<file path="src/rtl/xpp_pkg.sv">
// Shared definitions for the extended-mode parallel port.
// Assumes an 11-bit register offset space relative to the port base.
package xpp_pkg;

    localparam int REG_AW = 11;

    localparam logic [REG_AW-1:0] OFS_DATA = 11'h000;
    localparam logic [REG_AW-1:0] OFS_STAT = 11'h001;
    localparam logic [REG_AW-1:0] OFS_CTRL = 11'h002;
    localparam logic [REG_AW-1:0] OFS_FIFO = 11'h400;
    localparam logic [REG_AW-1:0] OFS_MODE = 11'h402;

    typedef enum logic [2:0] {
        MODE_STD   = 3'd0,
        MODE_BYTE  = 3'd1,
        MODE_PFIFO = 3'd2,
        MODE_EFIFO = 3'd3,
        MODE_EPP   = 3'd4,
        MODE_RSVD  = 3'd5,
        MODE_TEST  = 3'd6,
        MODE_CFG   = 3'd7
    } xmode_e;

    typedef enum logic [1:0] {
        ENG_IDLE  = 2'd0,
        ENG_SETUP = 2'd1,
        ENG_PULSE = 2'd2
    } eng_state_e;

endpackage

</file>
<file path="src/rtl/xpp_fifo.sv">
// Byte FIFO with synchronous flush.
// Pushes to a full FIFO and pops from an empty one are ignored.
// Flush has priority over push and pop in the same cycle.
module xpp_fifo #(
    parameter int DEPTH = 16,
    parameter int W     = 8,
    localparam int PTR_W = (DEPTH > 1) ? $clog2(DEPTH) : 1,
    localparam int CW    = $clog2(DEPTH + 1)
) (
    input  logic          clk,
    input  logic          rst_n,
    input  logic          flush,
    input  logic          push,
    input  logic [W-1:0]  wdata,
    input  logic          pop,
    output logic [W-1:0]  head,
    output logic [CW-1:0] count,
    output logic          full,
    output logic          empty
);

    logic [W-1:0]     mem [DEPTH];
    logic [PTR_W-1:0] wr_ptr;
    logic [PTR_W-1:0] rd_ptr;
    logic             do_push;
    logic             do_pop;

    function automatic logic [PTR_W-1:0] ptr_next(input logic [PTR_W-1:0] p);
        return (p == PTR_W'(DEPTH - 1)) ? '0 : p + 1'b1;
    endfunction

    assign full    = (count == CW'(DEPTH));
    assign empty   = (count == '0);
    assign do_push = push && !full && !flush;
    assign do_pop  = pop && !empty && !flush;
    assign head    = mem[rd_ptr];

    // Pointer and occupancy tracking.
    always_ff @(posedge clk) begin
        if (!rst_n || flush) begin
            wr_ptr <= '0;
            rd_ptr <= '0;
            count  <= '0;
        end else begin
            if (do_push) wr_ptr <= ptr_next(wr_ptr);
            if (do_pop)  rd_ptr <= ptr_next(rd_ptr);
            count <= count + CW'(do_push) - CW'(do_pop);
        end
    end

    // Storage write port.
    always_ff @(posedge clk) begin
        if (do_push) mem[wr_ptr] <= wdata;
    end

endmodule

</file>
<file path="src/rtl/xpp_strobe_eng.sv">
// Hardware printer handshake engine.
// In idle, with the engine enabled, the FIFO not empty and busy low, it pops one byte.
// It then holds one setup cycle and drives strobe low for STB_CYCLES clocks.
// Abort or disable returns it to idle at once.
module xpp_strobe_eng
    import xpp_pkg::*;
#(
    parameter int STB_CYCLES = 4,
    parameter int W          = 8
) (
    input  logic         clk,
    input  logic         rst_n,
    input  logic         enable,
    input  logic         abort,
    input  logic         busy,
    input  logic         fifo_empty,
    input  logic [W-1:0] fifo_head,
    output logic         pop,
    output logic [W-1:0] out_byte,
    output logic         strobe_n,
    output logic         idle
);

    localparam int CNT_W = $clog2(STB_CYCLES + 1);

    eng_state_e       state_q;
    logic [CNT_W-1:0] cnt_q;

    assign idle     = (state_q == ENG_IDLE);
    assign pop      = enable && !abort && idle && !fifo_empty && !busy;
    assign strobe_n = (state_q != ENG_PULSE);

    // Sequence through setup and strobe pulse for each byte.
    always_ff @(posedge clk) begin
        if (!rst_n || abort || !enable) begin
            state_q <= ENG_IDLE;
            cnt_q   <= '0;
        end else begin
            case (state_q)
                ENG_IDLE: begin
                    if (pop) state_q <= ENG_SETUP;
                end
                ENG_SETUP: begin
                    state_q <= ENG_PULSE;
                    cnt_q   <= '0;
                end
                ENG_PULSE: begin
                    if (cnt_q == CNT_W'(STB_CYCLES - 1)) state_q <= ENG_IDLE;
                    else                                 cnt_q   <= cnt_q + 1'b1;
                end
                default: state_q <= ENG_IDLE;
            endcase
        end
    end

    // Hold the byte on the pins from pop until the next pop.
    always_ff @(posedge clk) begin
        if (!rst_n)   out_byte <= '0;
        else if (pop) out_byte <= fifo_head;
    end

endmodule

</file>
<file path="src/rtl/xpp_pin_mux.sv">
// Selects what the data and strobe pins show for the current mode.
// Purely combinational. Modes without their own pin behaviour fall back to standard.
module xpp_pin_mux
    import xpp_pkg::*;
#(
    parameter int W = 8
) (
    input  xmode_e       mode,
    input  logic         dir_rev,
    input  logic         ctrl_strobe,
    input  logic [W-1:0] latch,
    input  logic [W-1:0] eng_byte,
    input  logic         eng_strobe_n,
    output logic [W-1:0] pd_out,
    output logic         pd_oe,
    output logic         strobe_n,
    output logic         read_pins
);

    assign read_pins = (mode == MODE_BYTE) && dir_rev;
    assign pd_oe     = !read_pins;
    assign pd_out    = (mode == MODE_PFIFO) ? eng_byte : latch;

    // Strobe source per mode.
    always_comb begin
        case (mode)
            MODE_PFIFO: strobe_n = eng_strobe_n;
            MODE_TEST:  strobe_n = 1'b1;
            default:    strobe_n = !ctrl_strobe;
        endcase
    end

endmodule

</file>
<file path="src/rtl/xpp_fifo_port.sv">
// Extended-mode parallel port: register decode, mode register, FIFO and handshake engine.
// Assumes one register access per cycle and inputs synchronous to clk.
// The read data is combinational on reg_addr. A test-mode FIFO read pops on the clock edge.
module xpp_fifo_port
    import xpp_pkg::*;
#(
    parameter int FIFO_DEPTH = 16,
    parameter int STB_CYCLES = 4
) (
    input  logic        clk,
    input  logic        rst_n,
    input  logic [10:0] reg_addr,
    input  logic        reg_wr,
    input  logic        reg_rd,
    input  logic [7:0]  reg_wdata,
    output logic [7:0]  reg_rdata,
    output logic [7:0]  pd_out,
    output logic        pd_oe,
    input  logic [7:0]  pd_in,
    output logic        strobe_n,
    input  logic        busy,
    input  logic        ack_n
);

    localparam int W  = 8;
    localparam int CW = $clog2(FIFO_DEPTH + 1);

    xmode_e         mode_q;
    logic [2:0]     flags_q;
    logic [5:0]     ctrl_q;
    logic [W-1:0]   latch_q;
    logic [W-1:0]   last_q;

    logic           wr_mode;
    logic           mode_flush;
    logic           fifo_push;
    logic           test_pop;
    logic           eng_pop;
    logic           eng_idle;
    logic           eng_strobe_n;
    logic [W-1:0]   eng_byte;
    logic [W-1:0]   fifo_head;
    logic [CW-1:0]  fifo_count;
    logic           fifo_full;
    logic           fifo_empty;
    logic           read_pins;

    assign wr_mode    = reg_wr && (reg_addr == OFS_MODE);
    assign mode_flush = wr_mode && (reg_wdata[7:5] != mode_q);
    assign fifo_push  = reg_wr && (reg_addr == OFS_FIFO) &&
                        ((mode_q == MODE_PFIFO) || (mode_q == MODE_TEST));
    assign test_pop   = reg_rd && (reg_addr == OFS_FIFO) &&
                        (mode_q == MODE_TEST) && !fifo_empty;

    // Mode field and flag bits.
    always_ff @(posedge clk) begin
        if (!rst_n) begin
            mode_q  <= MODE_STD;
            flags_q <= '0;
        end else if (wr_mode) begin
            mode_q  <= xmode_e'(reg_wdata[7:5]);
            flags_q <= reg_wdata[4:2];
        end
    end

    // Control and data registers.
    always_ff @(posedge clk) begin
        if (!rst_n) begin
            ctrl_q  <= '0;
            latch_q <= '0;
        end else begin
            if (reg_wr && (reg_addr == OFS_CTRL)) ctrl_q  <= reg_wdata[5:0];
            if (reg_wr && (reg_addr == OFS_DATA)) latch_q <= reg_wdata;
        end
    end

    // Last byte popped through the test port, returned on empty reads.
    always_ff @(posedge clk) begin
        if (!rst_n)        last_q <= '0;
        else if (test_pop) last_q <= fifo_head;
    end

    xpp_fifo #(.DEPTH(FIFO_DEPTH), .W(W)) u_fifo (
        .clk   (clk),
        .rst_n (rst_n),
        .flush (mode_flush),
        .push  (fifo_push),
        .wdata (reg_wdata),
        .pop   (eng_pop || test_pop),
        .head  (fifo_head),
        .count (fifo_count),
        .full  (fifo_full),
        .empty (fifo_empty)
    );

    xpp_strobe_eng #(.STB_CYCLES(STB_CYCLES), .W(W)) u_eng (
        .clk        (clk),
        .rst_n      (rst_n),
        .enable     (mode_q == MODE_PFIFO),
        .abort      (mode_flush),
        .busy       (busy),
        .fifo_empty (fifo_empty),
        .fifo_head  (fifo_head),
        .pop        (eng_pop),
        .out_byte   (eng_byte),
        .strobe_n   (eng_strobe_n),
        .idle       (eng_idle)
    );

    xpp_pin_mux #(.W(W)) u_mux (
        .mode         (mode_q),
        .dir_rev      (ctrl_q[5]),
        .ctrl_strobe  (ctrl_q[0]),
        .latch        (latch_q),
        .eng_byte     (eng_byte),
        .eng_strobe_n (eng_strobe_n),
        .pd_out       (pd_out),
        .pd_oe        (pd_oe),
        .strobe_n     (strobe_n),
        .read_pins    (read_pins)
    );

    // Register read multiplexer.
    always_comb begin
        reg_rdata = '0;
        case (reg_addr)
            OFS_DATA: reg_rdata = read_pins ? pd_in : latch_q;
            OFS_STAT: reg_rdata = {~busy, ack_n, 6'b0};
            OFS_CTRL: reg_rdata = {2'b00, ctrl_q};
            OFS_FIFO: if (mode_q == MODE_TEST) reg_rdata = fifo_empty ? last_q : fifo_head;
            OFS_MODE: reg_rdata = {mode_q, flags_q, fifo_full, fifo_empty};
            default:  reg_rdata = '0;
        endcase
    end

endmodule

</file>
<file path="config.mk">
export PLATFORM = sky130hd
export DESIGN_NAME = xpp_fifo_port
export DESIGN_NICKNAME = d
export VERILOG_FILES = /design/src/rtl/xpp_pkg.sv /design/src/rtl/xpp_fifo.sv /design/src/rtl/xpp_strobe_eng.sv /design/src/rtl/xpp_pin_mux.sv /design/src/rtl/xpp_fifo_port.sv
export SDC_FILE = /design/constraint.sdc
export NUM_CORES = 1
export LEC_CHECK = 0
export ABC_CLOCK_PERIOD_IN_PS = 6090
export CAP_MARGIN = 20
export CORE_ASPECT_RATIO = 2
export CORE_UTILIZATION = 65
export DETAILED_ROUTE_END_ITERATION = 16
export DONT_BUFFER_PORTS = 1
export PLACE_DENSITY_LB_ADDON = 0.3
export SETUP_SLACK_MARGIN = 0.5
export SYNTH_ARGS = -nofsm -noshare
export SYNTH_HDL_FRONTEND = slang
export SYNTH_SLANG_ARGS = --single-unit
</file>
<file path="constraint.sdc">
create_clock -name clk -period 6.09 [get_ports clk]
set_input_delay 0.609 -clock clk [delete_from_list [all_inputs] [get_ports clk]]
set_output_delay 0.609 -clock clk [all_outputs]
set_load 0.005 [all_outputs]
</file>
* After elaboration in Yosys (flattened, before gate mapping)
Memory sizes are Yosys's and may differ from the RTL's. A register that Yosys moved wholly into a read port is not among the register bits. Cells that the tools add are included. W data, S select, Z words.
Word-level totals: memories kept 1, logic and storage cells 89, bits of input ports 33, register bits after elaboration 54, memory bits (writable) 128
Memory list:
- u_fifo.mem | words 16, bits a word 8, rd ports 1, clocked after Yosys merged registers in 1, wr ports 1, line xpp_fifo.sv:22 | logic [W-1:0] mem [DEPTH];
Operators by class: muxes and demuxes 17, bitwise logic cells 1, reductions and logical operators 36, add/sub/neg operators 5, equal/unequal tests 18
Operator list (count):
- $pmux W8 S5 | 1
- $mux W8 | 4
- $eq A11 B11 Y1 const B | 2
- $logic_and A1 B1 Y1 | 18
- $mux W4 | 4
- $eq A11 B1 Y1 const B | 1
- $eq A11 B2 Y1 const B | 1
- $logic_not A11 Y1 | 1
- $add A4 B1 Y4 const B | 2
- $eq A4 B4 Y1 const B | 2
- $logic_not A1 Y1 | 8
- $eq A3 B2 Y1 const B | 2
- $ne A2 B2 Y1 const B | 3
- $pmux W2 S3 | 1
- $pmux W3 S2 | 1
- $add A5 B1 Y5 | 1
- $eq A5 B5 Y1 const B | 1
- $logic_not A5 Y1 | 1
- $sub A5 B1 Y5 | 1
- $logic_or A1 B1 Y1 | 4
- $mux W2 | 2
- $reduce_and A2 Y1 | 2
- $add A3 B1 Y3 const B | 1
- $eq A3 B1 Y1 const B | 1
- other kinds (11) | 12

* Longest topological paths before layout
depth in word-level cells 13, mapped depth 16, depth with buffers taken out 16

* By module
A second synthesis with hierarchy kept.
Second synthesis, totals: cells, all modules 571, area total of the unflattened synthesis 8270.4 sq um
Modules (own cells, without submodules):
- xpp_fifo | area an instance 5853.1 sq um, cells each 309, times used 1
- xpp_fifo_port | area an instance 1635.3 sq um, cells each 180, times used 1
- xpp_strobe_eng | area an instance 638.1 sq um, cells each 68, times used 1
- xpp_pin_mux | area an instance 143.9 sq um, cells each 14, times used 1

* Worst setup path after synthesis
No wires, ideal clock.
path kind in2reg, from input reg_addr[0], to register u_fifo.count[4], arrival 3.019 ns, stages 16, path buffers 2, slack 3.002 ns, data required time 6.020 ns, setup time 0.070 ns, path through buf_2 > nor4b_2 > and3_1 > buf_2 > a21oi_2 > and2_1 > ha_1 > inv_1 > ha_1 > inv_1 > fa_1 > inv_1 > a21oi_1 > nor2_1 > or3_1 > a21oi_1
Between the ends: word-level cells in the longest chain between the ends 12, elaborated cells on any way between the ends 22, those cells by class add/sub: 2; eq/ne: 2; reduce/logical: 18
Ends and longest elaborated chain:
- from (decl) | line xpp_fifo_port.sv:12 | input logic [10:0] reg_addr,
- branches (longest 12 deep; another with $add A5 B1 Y5)
- to (signal assigned) | line xpp_fifo.sv:47 | count <= count + CW'(do_push) - CW'(do_pop);
- to (decl) | line xpp_fifo.sv:17 | output logic [CW-1:0] count,
Parallel ways; which one is timed is not known. A chain may end at the register's enable or synchronous reset.

* Worst setup path after layout
from register mode_q[1], to register u_fifo.count[4]
Between the ends: word-level cells in the longest chain between the ends 11, elaborated cells on any way between the ends 21, those cells by class add/sub: 2; eq/ne: 3; reduce/logical: 16
Ends and longest elaborated chain:
- from (decl) | line xpp_fifo_port.sv:28 | xmode_e mode_q;
- from (signal assigned) | line xpp_fifo_port.sv:61 | mode_q <= xmode_e'(reg_wdata[7:5]);
- branches (longest 11 deep; another with $add A5 B1 Y5)
Parallel ways; which one is timed is not known.

==> out/results.ini <==
[cells_and_area]
antenna_cells = 0
drive_above_1_share = 0.1655
synthToLayoutAreaGrowth_pct = 9.291
finalNetCount = 608

[timing]
timing_hold_violations_final = 0
layout_min_cycle_time_ns = 3.331
finalCritPeriodShare = 0.5469
setup_tns_ns = 0
slew_violations = 0
setup_viol = 0
fmax_mhz = 300.2
worst_pin_slew_ns = 0.7710
finClkSkew_ns = 0.01202
rsz0062_at_grt = false
maxSlewHeadroom = 0.4854

[yosys]
synth-warning-count = 0
ys_seq_area_frac = 0.6331
synthFlopType = edfxtp_1
yosysUniqueCellTypes = 57
ys_seq_elements = 186
synth.area.top_cells = edfxtp_1 (49%), dfxtp_1 (15%), mux4_2 (9.1%)
synth_area_mm2 = 0.007905
async_flop_share = 0
synthesis.nets = 611
syn_inst = 564
synth_edf_count = 128
yosys.area.top_type_share = 0.4862
synth_top_area_cell = edfxtp_1
avgSynthCellArea_um2 = 14.02

[clocking]
tritoncts = built
clk_pin_slew_ns = 0.07
holdBufCountCts = 0
post_cts_resize_count = 0
worstSkewPairLatency_ns = 0.44
htree_levels = 4
cts_setup_buffers = 0
clock-sinks = 186
numCtsBuffers = 17
clockBufferDepth = 2
cts-root-buf = clkbuf_16

[setup_path]
reg2reg_from = mode_q[1]$_SDFFE_PN0P_
slowest_delay_ns = 0.57
reg2reg_depth = 14
critPathLaunchType = register
crit_top_cell = inv_1
cp.arrival_ns = 3.64
endpoint_kind = register
crit_fanout = 13
reg2reg_slack_ns = 2.76
crit_chain = or3b_4 > nor4_4 > o21bai_1 > and2_1 > ha_1 > inv_1 > ha_1 > inv_1 > fa_1 > inv_1 > a21oi_1 > nor2_1 > or3_1 > a21oi_1
r2r-end = u_fifo.count[4]$_SDFF_PP0_
path_class = register to register
required_ns = 6.40
crit_path_top_delay_cell = or3b_4

[grt]
antenna_found_initial = 0
grt_max_degree = 33
grt_overflow_total = 0
grtUsageTotal = 0.3032
grt_pass1_vias = 4980
grt_pass1_wl_um = 26740

[routing]
dr.pass1.iters = 6
vias = 4848
via_per_inst = 6.743
drc = 0
finalWirelength_um = 17400
wl_per_cell_um = 24.20
antenna_left = 0
first_iter_violations = 333

[pwr]
clockPowerShare = 0.452
p_comb_frac = 0.005
power_switching_uw = 511.9
total_power_uw = 2482
p_sw_frac = 0.2062
p_seq_frac = 0.543
power.internal_uw = 1970
max-vdd-ir-drop_v = 0.0002985
p_per_area_mw_per_mm2 = 287.3
p_leak_uw = 0.002808

[worst_hold_path]
hold_depth = 0
hold_start = reg_wdata[0]
min_to = u_fifo.mem[6][0]$_DFFE_PP_
hold_class = primary input to register

[run]
maxCapViolCount = 0

[die]
initial_core_util = 0.6716
chipHeight_um = 158.0
die-area_mm2 = 0.01263
core_area_mm2 = 0.01177
rows = 56
ioPinCount = 51
die_w_um = 79.98

[status]
status = complete, no violations

[placement]
gp_congestion = 0.9035
port_buffers = 0
place_hpwl_um = 12070

## cell usage after synthesis (4+ instances only)
library cell  count
mux4_2           32
and2_1            4
a21oi_1          25
nor3_1           15
o211ai_1          4
clkbuf_1         14
xnor2_1           4
mux2i_1          17
nand3_1          19
inv_1            19
nand2_1          43
o22ai_1           8
and3_1            4
o21ai_0           8
nand4_1           4
mux2_2            9
ha_1             13
buf_2            11
o2bb2ai_1         8
nor2_1           42
edfxtp_1        128
dfxtp_1          58
a22o_1           19
## sequential cells by signal (all words and copies together), names as in the netlist, named ones only
name            flops
u_fifo.mem        128
last_q              8
latch_q             8
u_eng.out_byte      8
ctrl_q              6
u_fifo.count        5
u_fifo.rd_ptr       4
u_fifo.wr_ptr       4
flags_q             3
mode_q              3
u_eng.cnt_q         3
u_eng.state_q       2
## worst max-delay path, delay by kind of cell (launching register included)
kind,cells,cell delay (ns)
DFF,1,0.52
and+or+nand+nor,5,1.33
adders and majority gates,3,0.79
AOI/OAI and AO/OA,3,0.38
buffers and inverters,3,0.18
## layer usage
| layer | part of all wire | GRT usage | wire length [um] | vias to the layer above |
|---|---|---|---|---|
| li1 | - | - | - | 2161 |
| met1 | 0.34 | 0.3118 | 5944 | 2391 |
| met2 | 0.54 | 0.5336 | 9400 | 222 |
| met3 | 0.051 | 0.06686 | 891 | 74 |
| met4 | 0.067 | 0.2117 | 1162 | 0 |
| met5 | 0 | 0 | 0 | - |
## cells in the final DEF (no fill, tap or decap), types with 9 or more instances in the layout
cell type	n
a22o_1	19
dfxtp_1	57
inv_1	19
mux2_2	9
nand2_1	43
nor3_1	15
clkbuf_16	17
a21oi_1	25
nor2_1	42
mux2i_1	17
edfxtp_1	128
nand3_1	19
mux4_2	32
ha_1	13
## through the flow
step | instances | util | hold slack [ns] | cell area, um2 | worst slack (ns)
after global routing | 719 | 0.7340 | 0.2387 | 8640 | 2.594
final | 719 | 0.7340 | 0.2600 | 8640 | 2.759
after global placement | 682 | 0.6784 | 0.4397 | 7985 | 2.558
after CTS | 714 | 0.7299 | 0.2482 | 8592 | 2.505
after detailed placement | 682 | 0.6784 | 0.4429 | 7985 | 2.463
after floorplan | 564 | - | 0.4285 | 7905 | 3.002
## cells by family (layout without fill, tap and decap cells)
kind of cell	after synthesis	count (layout)	share of synthesized area
buffers and inverters	48	58	0.02469
flip-flops	186	186	0.6331
adder cells (fa/ha/maj)	14	14	0.02311
multiplexers	58	58	0.1255
AO/OA/AOI/OAI	93	93	0.08246
AND/OR/NAND/NOR	158	158	0.1034
XOR/XNOR	7	7	0.007756
## final cells by class
| cell class | count | area, um2 |
|---|---|---|
| flip-flops and latches | 186 | 5006 |
| fillers | 734 | 3132 |
| multi-input cells | 330 | 2711 |
| clock buffers | 17 | 425.4 |
| clock inverters | 15 | 181.4 |
| well taps | 145 | 181.4 |
| inverters | 19 | 71.32 |
| repair buffers | 7 | 62.56 |
## power by group through the flow
stage	Sequential [uW]	Clock, uW	Combinational [uW]
global route	1350	1180	14.0
CTS	1350	1130	12.7
finish	1350	1120	12.8
floorplan	1380	0	12.8
detailed placement	1380	0	12.7
global placement	1380	0	12.0
## worst max-delay path by stage
stage,start,to,slack [ns],cells after the start
floorplan,reg_addr[0],u_fifo.count[4]$_SDFF_PP0_,3.00,16
global placement,reg_addr[9],u_fifo.count[4]$_SDFF_PP0_,2.56,14
detailed placement,reg_addr[9],u_fifo.count[4]$_SDFF_PP0_,2.46,14
CTS,register,reg_rdata[5],2.51,4
global route,mode_q[1]$_SDFFE_PN0P_,u_fifo.count[4]$_SDFF_PP0_,2.59,14
finish,mode_q[1]$_SDFFE_PN0P_,u_fifo.count[4]$_SDFF_PP0_,2.76,14
Power figures use the tool's default switching activity.
